<file path="config.mk">
export PLATFORM = sky130hd
export DESIGN_NAME = flash_query_fmt
export DESIGN_NICKNAME = d
export VERILOG_FILES = /design/src/rtl/fqr_pkg.sv /design/src/rtl/fqr_index.sv /design/src/rtl/fqr_select.sv /design/src/rtl/fqr_lane_rep.sv /design/src/rtl/flash_query_fmt.sv
export SDC_FILE = /design/constraint.sdc
export NUM_CORES = 1
export LEC_CHECK = 0
export BUFFER_PORTS_ARGS = -buffer_cell sky130_fd_sc_hd__buf_2
export CAP_MARGIN = 30
export CELL_PAD_IN_SITES_DETAIL_PLACEMENT = 1
export CELL_PAD_IN_SITES_GLOBAL_PLACEMENT = 2
export CORE_MARGIN = 5
export CORE_UTILIZATION = 17
export DETAILED_ROUTE_END_ITERATION = 16
export PLACE_DENSITY_LB_ADDON = 0.1
export REMOVE_ABC_BUFFERS = 1
export SYNTH_ARGS = -nofsm -noshare
export SYNTH_HDL_FRONTEND = slang
export SYNTH_SLANG_ARGS = --single-unit
</file>
<file path="constraint.sdc">
create_clock -name clk_i -period 0.8 [get_ports clk_i]
set_input_delay 0.12 -clock clk_i [delete_from_list [all_inputs] [get_ports clk_i]]
set_output_delay 0.12 -clock clk_i [all_outputs]
set_load 0.01 [all_outputs]
</file>
<file path="src/rtl/fqr_pkg.sv">
package fqr_pkg;
  localparam int unsigned QRY_TABLE_LEN = 'h52;
  localparam int unsigned HDR_FIRST     = 'h10;
  localparam int unsigned HDR_LAST      = 'h14;

  function automatic logic [7:0] hdr_byte(input logic [2:0] sel);
    case (sel)
      3'd0:    hdr_byte = 8'h51;
      3'd1:    hdr_byte = 8'h52;
      3'd2:    hdr_byte = 8'h59;
      3'd3:    hdr_byte = 8'h01;
      default: hdr_byte = 8'h00;
    endcase
  endfunction
endpackage

</file>
<file path="src/rtl/fqr_index.sv">
module fqr_index #(
  parameter int unsigned OFF_W = 16,
  parameter int unsigned SHIFT = 3,
  localparam int unsigned IDX_W = OFF_W - SHIFT
) (
  input  logic [OFF_W-1:0] offset_i,
  output logic [IDX_W-1:0] index_o
);
  assign index_o = offset_i[OFF_W-1:SHIFT];
endmodule

</file>
<file path="src/rtl/fqr_select.sv">
module fqr_select #(
  parameter int unsigned IDX_W     = 13,
  parameter int unsigned BANK_W    = 4,
  parameter int unsigned DEV_W     = 1,
  parameter int unsigned MAX_DEV_W = 2
) (
  input  logic [IDX_W-1:0] index_i,
  input  logic             is_id_i,
  input  logic [7:0]       table_byte_i,
  input  logic [15:0]      mfr_code_i,
  input  logic [15:0]      dev_code_i,
  output logic [31:0]      dev_word_o
);
  import fqr_pkg::*;

  localparam bit NARROW = (DEV_W != MAX_DEV_W);
  localparam bit QRY_OK = !NARROW || (DEV_W == 1 && BANK_W <= 4);

  logic [7:0]  q_byte;
  logic [31:0] q_word;
  logic [31:0] id_word;

  always_comb begin
    if (index_i >= IDX_W'(QRY_TABLE_LEN))
      q_byte = 8'h00;
    else if (index_i >= IDX_W'(HDR_FIRST) && index_i <= IDX_W'(HDR_LAST))
      q_byte = hdr_byte(index_i[2:0]);
    else
      q_byte = table_byte_i;
  end

  // x8 use of a wider part: byte repeated over the full native width
  always_comb begin
    q_word = '0;
    for (int b = 0; b < 4; b++)
      if (b == 0 || (NARROW && b < int'(MAX_DEV_W)))
        q_word[b*8 +: 8] = q_byte;
  end

  always_comb begin
    case (index_i[7:0])
      8'd0:    id_word = {16'h0, mfr_code_i};
      8'd1:    id_word = {16'h0, dev_code_i};
      default: id_word = '0;
    endcase
  end

  assign dev_word_o = is_id_i ? id_word : (QRY_OK ? q_word : 32'h0);
endmodule

</file>
<file path="src/rtl/fqr_lane_rep.sv">
module fqr_lane_rep #(
  parameter int unsigned BANK_W = 4,
  parameter int unsigned DEV_W  = 1
) (
  input  logic [31:0] dev_word_i,
  output logic [31:0] bank_word_o
);
  localparam int unsigned LANE_BITS = DEV_W * 8;
  localparam int unsigned N_LANES   = BANK_W / DEV_W;

  logic unused_hi;
  assign unused_hi = ^dev_word_i;

  always_comb begin
    bank_word_o = '0;
    for (int k = 0; k < int'(N_LANES); k++)
      bank_word_o[k*LANE_BITS +: LANE_BITS] = dev_word_i[LANE_BITS-1:0];
  end
endmodule

</file>
<file path="src/rtl/flash_query_fmt.sv">
module flash_query_fmt #(
  parameter int unsigned OFF_W     = 16,
  parameter int unsigned BANK_W    = 4,
  parameter int unsigned DEV_W     = 1,
  parameter int unsigned MAX_DEV_W = 2,
  localparam int unsigned SHIFT = $clog2(BANK_W) + $clog2(MAX_DEV_W) - $clog2(DEV_W),
  localparam int unsigned IDX_W = OFF_W - SHIFT
) (
  input  logic             clk_i,
  input  logic             rst_ni,
  input  logic             req_valid_i,
  input  logic             req_is_id_i,
  input  logic [OFF_W-1:0] offset_i,
  output logic [IDX_W-1:0] index_o,
  input  logic [7:0]       table_byte_i,
  input  logic [15:0]      mfr_code_i,
  input  logic [15:0]      dev_code_i,
  output logic             resp_valid_o,
  output logic [31:0]      resp_o
);
  import fqr_pkg::*;

  localparam logic [31:0] BANK_MASK = (BANK_W == 4) ? 32'hFFFF_FFFF
                                    : ((32'd1 << (BANK_W * 8)) - 32'd1);
  localparam bit QRY_OK = (DEV_W == MAX_DEV_W) || (DEV_W == 1 && BANK_W <= 4);

  logic [31:0] dev_word;
  logic [31:0] bank_word;

  fqr_index #(.OFF_W(OFF_W), .SHIFT(SHIFT)) u_index (
    .offset_i (offset_i),
    .index_o  (index_o)
  );

  fqr_select #(
    .IDX_W(IDX_W), .BANK_W(BANK_W), .DEV_W(DEV_W), .MAX_DEV_W(MAX_DEV_W)
  ) u_select (
    .index_i      (index_o),
    .is_id_i      (req_is_id_i),
    .table_byte_i (table_byte_i),
    .mfr_code_i   (mfr_code_i),
    .dev_code_i   (dev_code_i),
    .dev_word_o   (dev_word)
  );

  fqr_lane_rep #(.BANK_W(BANK_W), .DEV_W(DEV_W)) u_rep (
    .dev_word_i  (dev_word),
    .bank_word_o (bank_word)
  );

  always_ff @(posedge clk_i or negedge rst_ni) begin
    if (!rst_ni) begin
      resp_valid_o <= 1'b0;
      resp_o       <= '0;
    end else begin
      resp_valid_o <= req_valid_i;
      if (req_valid_i) resp_o <= bank_word;
    end
  end

  assert_valid_follows_R2: assert property (@(posedge clk_i) disable iff (!rst_ni)
    req_valid_i |=> resp_valid_o);
  assert_valid_idle_R2: assert property (@(posedge clk_i) disable iff (!rst_ni)
    !req_valid_i |=> !resp_valid_o);
  assert_upper_zero_R7: assert property (@(posedge clk_i) disable iff (!rst_ni)
    resp_valid_o |-> ((resp_o & ~BANK_MASK) == 32'h0));
  assert_oob_zero_R3: assert property (@(posedge clk_i) disable iff (!rst_ni)
    resp_valid_o && $past(!req_is_id_i && index_o >= IDX_W'(QRY_TABLE_LEN))
    |-> resp_o == 32'h0);
  assert_id_other_zero_R8: assert property (@(posedge clk_i) disable iff (!rst_ni)
    resp_valid_o && $past(req_is_id_i && index_o[7:0] > 8'd1) |-> resp_o == 32'h0);
  assert_hdr_q_R4: assert property (@(posedge clk_i) disable iff (!rst_ni)
    QRY_OK && resp_valid_o && $past(!req_is_id_i && index_o == IDX_W'(HDR_FIRST))
    |-> resp_o[7:0] == 8'h51);
endmodule

</file>
# ---- Word level (Yosys, flattened, before mapping)
# Cells that the tools add are included.
dict set report totals {
  regBits 33
  inputBits 60
  out_inout_bits 46
}
dict set report classes {
  n_lt_le_gt_ge 3
  eq_ne 4
  mux 5
  reduce_logical 3
}
# operator count
set op_table {}
lappend op_table {{$pmux 7 s4} 1}
lappend op_table {{$mux 8} 3}
lappend op_table {{$pmux 8 s2} 1}
lappend op_table {{$ge 13x5->1 const B} 1}
lappend op_table {{$ge 13x7->1 const B} 1}
lappend op_table {{$le 13x5->1 const B} 1}
lappend op_table {{$eq 8x1->1 const B} 1}
lappend op_table {{$logic_not 8->1} 1}
lappend op_table {{$eq 3x2->1 const B} 2}
lappend op_table {{$eq 3x1->1 const B} 1}
lappend op_table {{$logic_not 3->1} 1}
lappend op_table {{$logic_and 1x1->1} 1}

# ---- Logic depth before layout (Yosys ltp)
dict set report logic_depth {
  ltp_word 5
  mapped_depth 6
}

# ---- By module
# Synthesis repeated with hierarchy kept, for this count alone.
dict set report unflattened {
  cells_unflattened 204
  area_unflattened_um2 2351.0
}
# mod instances cells_per_inst area_per_inst_um2 seq_area_each_um2
set by_module_without_submodules {}
lappend by_module_without_submodules {flash_query_fmt 1 69 1370.1 825.8}
lappend by_module_without_submodules {fqr_select 1 90 643.1 0.0}
lappend by_module_without_submodules {fqr_lane_rep 1 32 240.2 0.0}
lappend by_module_without_submodules {fqr_index 1 13 97.6 0.0}

# ---- Worst setup path after synthesis
# Ideal clock, no wire load.
dict set report synth_path {
  path_type {input-to-reg}
  start {input offset_i[4]}
  end {register resp_o[24]}
  setup_time_ps 95
  t_arrival_ps 1450
  required_time_ps 705
  path_slack_ps -745
  stages 6
  path_buffers 2
  cell_sequence {buf_6 or4_4 or3_1 buf_6 a2bb2oi_1 o31ai_1}
}
dict set report synth_between {
  elab_chain_len 5
  elab_cells_between_ends 15
  classes_between {order compare: 3; eq/ne: 4; mux: 5; reduce/logical: 3}
}
# item line_no
set synth_lines {}
lappend synth_lines {{start: declaration} flash_query_fmt.sv:13} ;# input logic [OFF_W-1:0] offset_i,
lappend synth_lines {{$ge 13x5->1 (tied with other cells)} fqr_select.sv:26} ;# else if (index_i >= IDX_W'(HDR_FIRST) && index_i <= IDX_W'(HDR_LAST))
lappend synth_lines {{$logic_and 1x1->1 or $pmux 7 s4 (tied branches)} {fqr_select.sv:26, fqr_pkg.sv:7}}
lappend synth_lines {{$mux 8} fqr_select.sv:26}
lappend synth_lines {{$mux 8} fqr_select.sv:24} ;# if (index_i >= IDX_W'(QRY_TABLE_LEN))
lappend synth_lines {{$mux 8 (*)} fqr_select.sv:48} ;# assign dev_word_o = is_id_i ? id_word : (QRY_OK ? q_word : 32'h0);
lappend synth_lines {{end signal: assignment} flash_query_fmt.sv:57} ;# if (req_valid_i) resp_o <= bank_word;
lappend synth_lines {{end: declaration} flash_query_fmt.sv:19} ;# output logic [31:0] resp_o
# Mark *: on every way between the ends. The rest lies on a longest branch, timed or not.
# A chain may end at the register's enable or synchronous reset.

# ---- Final worst setup path
dict set report layout_path {
  start {input offset_i[13]}
  end {register resp_o[23]}
}
dict set report layout_between {
  elab_chain_len 5
  elab_cells_between_ends 7
  classes_between {order compare: 3; mux: 3; reduce/logical: 1}
}
# item line_no
set layout_lines {}
lappend layout_lines {{$ge 13x5->1 or $le 13x5->1 (tied branches)} fqr_select.sv:26}
lappend layout_lines {{$logic_and 1x1->1} fqr_select.sv:26}
lappend layout_lines {{$mux 8} fqr_select.sv:26}
lappend layout_lines {{$mux 8 (*)} fqr_select.sv:24}
lappend layout_lines {{$mux 8 (*)} fqr_select.sv:48}
# Marked as above.

==> metrics.md <==
| Metric | Value |
|---|---|
| Num CTS Buffers | `3` |
| Via count of the first global-routing pass | `1,170` |
| Fin crit period | `between 1 and 1.5 ns` |
| Fin nets | `258` |
| Total wire length | `3910 µm` |
| Final Skew | `0 ns` |
| Critical path class | `in2reg` |
| Total die area | `~0.0077 mm²` |
| Cell count after synthesis | `~120` |
| Post-Syn Area | `roughly 0.0010 mm²` |
| Layout area overhead | `57.5%` |
| Initial antenna violation count | `0` |
| Highest clock rate | `755 MHz` |
| Crit path required time | `0.94 ns` |
| Static leakage | `0.891 nW` |
| Post-layout instance area | `around 0.0016 mm²` |
| Grt ovf | `0` |
| Post-route ant nets | `0` |
| Worst skew pair latency | `0.22 ns` |
| Longest Clk Path Bufs | `2` |
| Final core occ | `27.5%` |
| Via count | `1,125` |
| Routed len/inst | `about 14 µm` |
| PwrDens | `slightly below 900 mW/mm²` |
| Slowest Stage Delay on Critical Path | `about 0.55 ns` |
| First drt pass iteration count | `4` |
| Largest net degree at the start of global routing | `16` |
| Die Ht | `~88 µm` |
| Worst VDD drop | `approximately 320 µV` |
| Crit end category | `register` |
| Post-place setup slack | `-0.878 ns` |
| Slowest cell on crit path | `or4_4` |
| GPL Wtd Cong | `~0.69` |
| #FFs+latches synth | `9` |
| Global-route wire length before repair | `5770 µm` |
| Io pins | `about 110` |
| Remaining routing DRC violations | `0` |
| Final setup vio count | `41` |
| Initial Util | `17.4%` |
| Worst path arrival time | `1.46 ns` |
| Failing checks | `setup timing` |
| TritonCTS clock tree | `built` |
| Setup slack after layout | `-0.525 ns` |
| Root Buffer | `clkbuf_8` |
| Yosys warning count | `0` |
| CP max FO | `3` |
| Post-DP HPWL | `3280 µm` |
| RSZ-0062 raised after global routing | `yes` |
| Slew @ Worst Pin | `between 0.4 and 0.5 ns` |
| Site row count | `28` |
| Final Hold Viols | `0` |
| Hold slack | `around 0.2 ns` |
| H-Tree Depth | `1` |
| Clock sink count | `9` |
| ANT cells | `0` |
| Share of cells above drive strength 1 | `about two thirds` |
| Post-synth cell types | `36` |
| Avg Cell Area, Syn | `8.67 µm²` |
| Max-Cap Viols | `0` |
| Port bufs | `86` |
| Die width | `roughly 88 µm` |
| Initial DRC count | `23` |
| Placed Area | `between 0.001 and 0.0015 mm²` |
| Sequential area share after synthesis | `21.8%` |
| Post-DR vias/cell | `approximately 4.1` |
| Fin crit share | `166%` |
| Total GRT Usage | `under 10%` |
| Fin. max-slew vios | `0` |
| Outcome | `finished, violations left` |
| Core area | `a little under 0.006 mm²` |
| HP Class | `in2reg` |
| Crit-path cells | `buf_6 > or4_4 > nor4_4 > buf_4 > nand4_1 > o221ai_2` |
| CTS clk-pin slew, worst paths | `roughly 0.050 ns` |
| Max_slew headroom | `72.2%` |
| Critical Path Source Type | `input pin` |
final cells by class:
class | count | area (µm²)
inverters | 6 | 35.0
fillers | 741 | 4300
flip-flops and latches | 9 | 225
clock buffers | 4 | 45.0
multi-input cells | 62 | 522
well taps | 75 | 93.8
repair buffers | 116 | 704
what timing repair did:
action / 4_1_cts / 5_1_grt
resized for setup: 12 / 8
setup buffers: 7 / 1
setup endpoints to repair: 41 / 42
hold endpoints to repair: 9 / 0
hold buffers: 1 / 0
pin swaps: 9 / 7
power by group:
group / switching (W) / internal, W / total, W
combinational: 0.000219 / 0.000246 / 0.000465
clock: 0.000171 / 0.000347 / 0.000518
sequential: 0.00000329 / 0.000461 / 0.000465
final timing paths:
kind	startpoint	to	slack (ns)	depth (start not counted)
worst min-delay path	table_byte_i[5]	resp_o[29]$_DFFE_PN0P_	0.20	3
worst max register to register	resp_o[24]$_DFFE_PN0P_	resp_o[24]$_DFFE_PN0P_	-0.07	3
worst min register to register	resp_o[23]$_DFFE_PN0P_	resp_o[23]$_DFFE_PN0P_	0.59	2
max in group asynchronous	rst_ni	resp_o[25]$_DFFE_PN0P_	0.32	2
worst max-delay path	offset_i[13]	resp_o[23]$_DFFE_PN0P_	-0.52	6
min in group asynchronous	rst_ni	resp_valid_o$_DFF_PN0_	0.29	2
kinds of logic after synthesis:
logic type | after synthesis | share of synthesized area (%)
buffers and inverters | 48 | 33.6
and+or+nand+nor | 35 | 21.5
AOI/OAI and AO/OA | 17 | 13.6
muxes | 9 | 8.73
DFF | 9 | 21.8
xor gates and xnor gates | 1 | 0.849
cell usage after synthesis, drive strengths merged:
cell type | count | area share (%)
nand3 | 4 | 1.9
nor3b | 1 | 0.73
nand4b | 1 | 0.85
o21ai | 2 | 0.97
o221ai | 4 | 4.0
a2bb2oi | 2 | 1.7
and4b | 1 | 0.97
o2bb2ai | 2 | 1.7
o31ai | 2 | 1.5
a31oi | 2 | 1.2
dfrtp | 9 | 22
or4b | 1 | 0.97
or4 | 2 | 1.8
nor4 | 2 | 1.8
xor2 | 1 | 0.85
nand4 | 2 | 1.2
nor4b | 1 | 1.5
or2b | 1 | 0.73
buf | 39 | 29
o31a | 1 | 0.85
and4 | 1 | 0.85
nand2b | 2 | 1.2
nand2 | 6 | 2.2
clkinv | 1 | 1.6
a41oi | 2 | 1.7
inv | 5 | 1.8
or2 | 2 | 1.2
or3 | 1 | 0.61
clkbuf | 3 | 1.1
nor2 | 4 | 1.5
mux2i | 9 | 8.7
nor3 | 3 | 1.5
layer usage:
metal  vias up  GRT usage (%)  part of all wire, %
met3         2           2.16                   11
met4         0           1.67                 0.23
met2        66           16.6                   46
met5         -              0                    0
li1        544              -                    -
met1       513           12.2                   43
flip-flops by register name, summed over array words and instances, names as in the netlist:
name	flops
resp_o	8
resp_valid_o	1
cell usage in the layout, fill, tap and decap left out, types with 2 or more instances in the layout:
cell / count
or2_2: 2
buf_6: 7
buf_4: 29
buf_2: 78
nand3_1: 4
or4_4: 2
nor2_1: 4
a31oi_1: 2
clkbuf_8: 3
a41oi_2: 2
o221ai_2: 3
a2bb2oi_2: 2
o31ai_1: 2
inv_1: 5
nor3_1: 3
mux2i_1: 9
nand4_1: 2
nand2_1: 6
nand2b_1: 2
dfrtp_1: 9
o2bb2ai_1: 2
stage by stage:
| step | setup TNS [ns] | power, W | instances |
|---|---|---|---|
| after CTS | -7.73 | 0.00146 | 271 |
| final | -7.30 | 0.00145 | 272 |
| after floorplan | -4.52 | 0.000575 | 77 |
| after detailed placement | -6.47 | 0.000898 | 259 |
| after global placement | -6.07 | 0.000895 | 259 |
| after global routing | -9.29 | 0.00154 | 272 |
worst max-delay path, delay by kind of cell:
| kind | cells | cell delay, ns |
|---|---|---|
| compound gates | 1 | 0.23 |
| buf+inv | 2 | 0.24 |
| simple gates | 3 | 0.86 |
Power figures use the tool's default switching activity.
